**config.mk**
```make
export PLATFORM = sky130hd
export DESIGN_NAME = swl_link
export DESIGN_NICKNAME = d
export VERILOG_FILES = /design/src/rtl/swl_pkg.sv /design/src/rtl/swl_period_cnt.sv /design/src/rtl/swl_shift_par.sv /design/src/rtl/swl_link.sv
export SDC_FILE = /design/constraint.sdc
export NUM_CORES = 1
export LEC_CHECK = 0
export BUFFER_PORTS_ARGS = -buffer_cell sky130_fd_sc_hd__buf_2
export CORE_UTILIZATION = 64
export CTS_CLUSTER_SIZE = 40
export DETAILED_ROUTE_END_ITERATION = 12
export MAX_ROUTING_LAYER = met4
export PLACE_DENSITY = 0.88
export SYNTH_ARGS = -nofsm -noshare
export SYNTH_HDL_FRONTEND = slang
export SYNTH_SLANG_ARGS = --single-unit
```
**constraint.sdc**
```tcl
create_clock -name clk_i -period 4.3 [get_ports clk_i]
set_input_delay 0.86 -clock clk_i [delete_from_list [all_inputs] [get_ports clk_i]]
set_output_delay 0.86 -clock clk_i [all_outputs]
set_load 0.01 [all_outputs]
```
**src/rtl/swl_pkg.sv**
```systemverilog
package swl_pkg;
  typedef enum logic [2:0] {
    ST_IDLE,
    ST_SYNC_LO,
    ST_SYNC_HI,
    ST_TX_BIT,
    ST_RX_LO,
    ST_RX_HI,
    ST_RX_BIT
  } swl_state_e;
endpackage

```
**src/rtl/swl_period_cnt.sv**
```systemverilog
// Wrapping period counter: mid_o at MID, last_o at PERIOD-1
module swl_period_cnt #(
  parameter int PERIOD = 8,
  parameter int MID    = PERIOD / 2
) (
  input  logic clk_i,
  input  logic rst_ni,
  input  logic clr_i,
  output logic mid_o,
  output logic last_o
);
  localparam int CW = (PERIOD > 1) ? $clog2(PERIOD) : 1;

  logic [CW-1:0] cnt_q;

  assign last_o = (cnt_q == CW'(PERIOD - 1));
  assign mid_o  = (cnt_q == CW'(MID));

  always_ff @(posedge clk_i or negedge rst_ni) begin
    if (!rst_ni)     cnt_q <= '0;
    else if (clr_i)  cnt_q <= '0;
    else if (last_o) cnt_q <= '0;
    else             cnt_q <= cnt_q + CW'(1);
  end
endmodule

```
**src/rtl/swl_shift_par.sv**
```systemverilog
// Shared left-shift register with running parity
module swl_shift_par #(
  parameter int W = 8
) (
  input  logic         clk_i,
  input  logic         rst_ni,
  input  logic         load_i,
  input  logic [W-1:0] load_val_i,
  input  logic         shift_i,
  input  logic         shift_in_i,
  input  logic         par_bit_i,
  output logic [W-1:0] sreg_o,
  output logic         par_o
);
  always_ff @(posedge clk_i or negedge rst_ni) begin
    if (!rst_ni) begin
      sreg_o <= '0;
      par_o  <= 1'b0;
    end else if (load_i) begin
      sreg_o <= load_val_i;
      par_o  <= 1'b0;
    end else if (shift_i) begin
      sreg_o <= {sreg_o[W-2:0], shift_in_i};
      par_o  <= par_o ^ par_bit_i;
    end
  end
endmodule

```
**src/rtl/swl_link.sv**
```systemverilog
module swl_link
  import swl_pkg::*;
#(
  parameter int BIT_CYC      = 1200, // >= 3
  parameter int MAX_BITS     = 8,    // >= 2
  parameter int WAIT_PERIODS = 5,
  localparam int NB_W        = $clog2(MAX_BITS + 1)
) (
  input  logic                clk_i,
  input  logic                rst_ni,
  input  logic                start_i,
  input  logic                dir_tx_i,
  input  logic [NB_W-1:0]     nbits_i,
  input  logic [MAX_BITS-1:0] tx_data_i,
  output logic                ready_o,
  output logic                done_o,
  output logic [MAX_BITS-1:0] rx_data_o,
  output logic                par_err_o,
  output logic                timeout_o,
  input  logic                line_i,
  output logic                line_oe_o,
  output logic                line_do_o
);
  localparam int WAIT_CYC = WAIT_PERIODS * BIT_CYC;

  swl_state_e state_q, state_d;
  logic [NB_W-1:0] idx_q, nb_q, nb_req;
  logic hold_q, pend_q;
  logic accept, is_par;

  logic bt_clr, bt_mid, bt_last;
  logic wt_clr, wt_last, wt_mid_unused;

  logic                sh_load, sh_shift, sh_in, sh_pbit, sh_par;
  logic [MAX_BITS-1:0] sh_val, sreg, tx_aligned;

  logic fin_tx, fin_rx, fin_to, samp_par, idx_inc;

  assign nb_req = (nbits_i == '0 || nbits_i > NB_W'(MAX_BITS)) ? NB_W'(MAX_BITS) : nbits_i;
  assign tx_aligned = tx_data_i << (NB_W'(MAX_BITS) - nb_req);
  assign accept = start_i && (state_q == ST_IDLE);
  assign is_par = (idx_q == nb_q);

  swl_period_cnt #(.PERIOD(BIT_CYC)) u_bit_cnt (
    .clk_i(clk_i), .rst_ni(rst_ni), .clr_i(bt_clr), .mid_o(bt_mid), .last_o(bt_last)
  );

  swl_period_cnt #(.PERIOD(WAIT_CYC)) u_wait_cnt (
    .clk_i(clk_i), .rst_ni(rst_ni), .clr_i(wt_clr), .mid_o(wt_mid_unused), .last_o(wt_last)
  );

  swl_shift_par #(.W(MAX_BITS)) u_shift (
    .clk_i(clk_i), .rst_ni(rst_ni),
    .load_i(sh_load), .load_val_i(sh_val),
    .shift_i(sh_shift), .shift_in_i(sh_in), .par_bit_i(sh_pbit),
    .sreg_o(sreg), .par_o(sh_par)
  );

  always_comb begin
    state_d  = state_q;
    bt_clr   = 1'b0;
    wt_clr   = 1'b0;
    sh_load  = 1'b0;
    sh_val   = '0;
    sh_shift = 1'b0;
    sh_in    = 1'b0;
    sh_pbit  = 1'b0;
    fin_tx   = 1'b0;
    fin_rx   = 1'b0;
    fin_to   = 1'b0;
    samp_par = 1'b0;
    idx_inc  = 1'b0;
    case (state_q)
      ST_IDLE: if (start_i) begin
        bt_clr  = 1'b1;
        wt_clr  = 1'b1;
        sh_load = 1'b1;
        sh_val  = dir_tx_i ? tx_aligned : '0;
        state_d = dir_tx_i ? ST_SYNC_LO : ST_RX_LO;
      end
      ST_SYNC_LO: if (bt_last) state_d = ST_SYNC_HI;
      ST_SYNC_HI: begin
        bt_clr  = 1'b1;
        state_d = ST_TX_BIT;
      end
      ST_TX_BIT: if (bt_last) begin
        if (is_par) begin
          fin_tx  = 1'b1;
          state_d = ST_IDLE;
        end else begin
          sh_shift = 1'b1;
          sh_pbit  = sreg[MAX_BITS-1];
          idx_inc  = 1'b1;
        end
      end
      ST_RX_LO: if (!line_i || wt_last) begin
        wt_clr  = 1'b1;
        state_d = ST_RX_HI;
      end
      ST_RX_HI: begin
        if (line_i) begin
          bt_clr  = 1'b1;
          state_d = ST_RX_BIT;
        end else if (wt_last) begin
          fin_to  = 1'b1;
          state_d = ST_IDLE;
        end
      end
      ST_RX_BIT: begin
        if (bt_mid) begin
          if (is_par) samp_par = 1'b1;
          else begin
            sh_shift = 1'b1;
            sh_in    = line_i;
            sh_pbit  = line_i;
          end
        end
        if (bt_last) begin
          if (is_par) begin
            fin_rx  = 1'b1;
            state_d = ST_IDLE;
          end else idx_inc = 1'b1;
        end
      end
      default: state_d = ST_IDLE;
    endcase
  end

  always_ff @(posedge clk_i or negedge rst_ni) begin
    if (!rst_ni) begin
      state_q   <= ST_IDLE;
      idx_q     <= '0;
      nb_q      <= '0;
      hold_q    <= 1'b0;
      pend_q    <= 1'b0;
      done_o    <= 1'b0;
      rx_data_o <= '0;
      par_err_o <= 1'b0;
      timeout_o <= 1'b0;
    end else begin
      state_q <= state_d;
      done_o  <= fin_tx | fin_rx | fin_to;
      if (accept) begin
        idx_q     <= '0;
        nb_q      <= nb_req;
        hold_q    <= dir_tx_i;
        pend_q    <= 1'b0;
        rx_data_o <= '0;
        par_err_o <= 1'b0;
        timeout_o <= 1'b0;
      end
      if (idx_inc)  idx_q <= idx_q + NB_W'(1);
      if (samp_par) pend_q <= line_i ^ sh_par;
      if (fin_rx) begin
        rx_data_o <= sreg;
        par_err_o <= pend_q;
      end
      if (fin_to) timeout_o <= 1'b1;
    end
  end

  assign ready_o   = (state_q == ST_IDLE);
  assign line_oe_o = (state_q == ST_SYNC_LO) || (state_q == ST_SYNC_HI) ||
                     (state_q == ST_TX_BIT) || ((state_q == ST_IDLE) && hold_q);
  always_comb begin
    case (state_q)
      ST_SYNC_HI: line_do_o = 1'b1;
      ST_TX_BIT:  line_do_o = is_par ? sh_par : sreg[MAX_BITS-1];
      default:    line_do_o = 1'b0;
    endcase
  end
endmodule

```
==> impl_metrics.ini <==
[finish]
stdcell_count = 454
syn_to_final_growth_pct = 11.7
drive_above_1_share = 0.189
final_area_um2 = 3710
num_antenna_cells = 0
final_core_util = 0.766
layout.nets = 404

[yosys]
synth_top_family_by_area = simple AND/OR/NAND/NOR gates
syn_nets = 376
synthTopCellsByArea = dfrtp_1 43%, nand2_1 5.6%, nor2_1 4.6%
syn-instance-count = 354
synth_adder_area_share = 0.0188
syn_area_um2 = 3320
synth_flop_cell = dfrtp_1
ys_seq_elements = 57
yosysSeqAreaShare = 0.429
synth_top_area_frac = 0.429
ys_warn_count = 0
synth_simple_gate_area_frac = 0.266
synth.distinct_cells = 63
synth-edff-count = 0
synth-compound-area-share = 0.104
post_synth.cell_area_avg_um2 = 9.39
async_reset_ff_frac = 1.00
synth_mux_area_frac = 0.0651
synth_top_cell_by_area = dfrtp_1
synth-xor-area-share = 0.0787

[power_and_ir_drop]
p_per_area_nw_per_um2 = 533
total_power_mw = 1.98
p_leak_nw = 1.64
vdd_drop_max_v = 0.000330

[placed_design]
dp_slack_ns = 1.26
postPlaceCellArea_um2 = 3500
routabilityCongestion = 0.933
port_buffers = 30
dp_hpwl_um = 4810
dpl.cell_count = 438

[grt]
antenna_found_initial = 0
grt_pass1_vias = 2470
grt_max_degree = 33
overflow = 0
track_usage = 0.289
grt_first_pass_wirelength_um = 11500

[clock_tree]
cts_resized = 0
cts-buffers-inserted = 9
clock_latency_ns = 0.34
hold_buffers = 0
htree_levels = 3
clk_path_buf_depth = 2
cts-root-buf = clkbuf_8
postCtsSetupBuffers = 0
cts_tree = done
path_clk_slew_ns = 0.07
clock-sinks = 57

[critical_path]
cp_cell_sequence = xnor2_1 -> and4_1 -> nand2_1 -> a31oi_1 -> buf_2
critPathCaptureType = primary output
start_kind = flip-flop
cp_top_family = simple AND/OR/NAND/NOR gates
crit_type = reg2out
cp_slowest_cell = and4_1
cp_data_required_time_ns = 3.44
worstPathArrival_ns = 1.99
path_buf_inv = 1
critPathMaxFanout = 10
crit_path_max_incr_delay_ns = 0.51

[route]
wl_um = 7020
num_vias = 2748
wl_per_cell_um = 15.5
viasPerCell = 6.05
ant_nets = 0
drc = 0
drt_iter0_drc = 183
dr.pass1.iters = 5

[status]
status = finished, final reports clean

[sta]
slew_viol_final = 0
fin_ws_ns = 1.45
worstMarginPinSlew_ns = 0.908
min_period_ns = 2.85
hold_viol_final = 0
period_share = 0.663
grt_setup_unrepaired = false
whs_ns = 0.467
fmax_mhz = 351
clock-skew-final_ns = 0.0128
fin_tns_setup_ns = 0
setup-violations-final = 0
maxSlewHeadroom = 0.392

[floorplan]
dieArea_um2 = 5480
initial_utilization = 0.685
core_um2 = 4850
ios = 31
chipWidth_um = 74.1
rows = 25
die_h_um = 74.1

[job]
maxCapViolations = 0

[hold_path]
hold_path.class = reg2reg
[state kept, by name, indices dropped and copies added (netlist names)]
signal,cells
u_wait_cnt.cnt_q,13
state_q,3
idx_q,4
par_err_o,1
pend_q,1
timeout_o,1
u_bit_cnt.cnt_q,11
u_shift.sreg_o,8
hold_q,1
u_shift.par_o,1
nb_q,4
rx_data_o,8
done_o,1
[layer usage]
layer  GRT usage  part of all wire  vias to the layer above
met2       0.438              0.49                      108
met3      0.0583             0.062                       10
met5           -                 0                        -
met1       0.383              0.44                     1329
li1            -                 -                     1301
met4       0.109             0.014                        0
[final timing paths]
| check | start | end | slack, ns | cells after the start |
|---|---|---|---|---|
| setup / recovery | idx_q[0]$_DFFE_PN0P_ | line_do_o | 1.45 | 5 |
| hold / removal | timeout_o$_DFFE_PN0P_ | timeout_o$_DFFE_PN0P_ | 0.47 | 2 |
| setup reg to reg | u_bit_cnt.cnt_q[0]$_DFF_PN0_ | rx_data_o[1]$_DFFE_PN0P_ | 1.94 | 5 |
| hold reg to reg | timeout_o$_DFFE_PN0P_ | timeout_o$_DFFE_PN0P_ | 0.47 | 2 |
| max in group asynchronous | rst_ni | pend_q$_DFFE_PN0P_ | 2.94 | 2 |
| min in group asynchronous | rst_ni | done_o$_DFF_PN0_ | 0.53 | 1 |
[cell usage after synthesis (3+ instances only)]
| cell type | number |
|---|---|
| nor2b_1 | 4 |
| nand3b_1 | 3 |
| o21ai_0 | 21 |
| nand3_1 | 14 |
| ha_1 | 5 |
| a31oi_1 | 5 |
| dfrtp_1 | 57 |
| nand2b_1 | 6 |
| mux2i_1 | 7 |
| nand2_1 | 50 |
| mux2_2 | 5 |
| buf_2 | 3 |
| xnor2_1 | 14 |
| and3_1 | 4 |
| a21oi_1 | 7 |
| xor2_1 | 14 |
| and4_1 | 4 |
| inv_1 | 11 |
| nor2_1 | 41 |
| clkbuf_1 | 10 |
| nand4_1 | 5 |
| nor3_1 | 8 |
| mux4_2 | 4 |
| nor4_1 | 3 |
| o211ai_1 | 3 |
[kinds of logic (layout without fill, tap and decap cells)]
group                      Yosys count  in the layout
AOI/OAI and AO/OA                   54             54
xor gates and xnor gates            29             29
adders and majority gates            5              5
buffers and inverters               29             62
DFF                                 57             57
muxes                               16             16
and+or+nand+nor                    164            164
[cells in the final DEF, fill, tap and decap left out, drive strengths merged, types with 8 or more instances in the layout]
cell type,instances
nand3,14
nand2,50
buf,34
nor3,8
a21oi,8
dfrtp,57
xnor2,14
xor2,15
inv,12
nor2,41
o21ai,23
clkbuf,14
[final cells by class]
| cell class | instances | area (um^2) |
|---|---|---|
| clock inverter | 2 | 35.0 |
| multi-input combinational | 268 | 1770 |
| timing repair buffer | 34 | 180 |
| sequential | 57 | 1430 |
| clock buffer | 14 | 173 |
| inverter | 12 | 45.0 |
| fill | 348 | 1140 |
| tap | 67 | 83.8 |
[power by group]
group	total, mW	internal (mW)	leakage, nW	switching, mW
clock network	0.520	0.315	0.107	0.206
logic	0.610	0.266	0.774	0.344
registers	0.847	0.667	0.756	0.180
[worst register-to-register path: cells and delay by family (launching register included)]
| family | cells | cell delay (ns) |
|---|---|---|
| AND/OR/NAND/NOR | 3 | 1.35 |
| flip-flops | 1 | 0.40 |
| adder cells (fa/ha/maj) | 1 | 0.26 |
| AO/OA/AOI/OAI | 1 | 0.21 |
No activity file was read; power rests on OpenSTA's default activity.
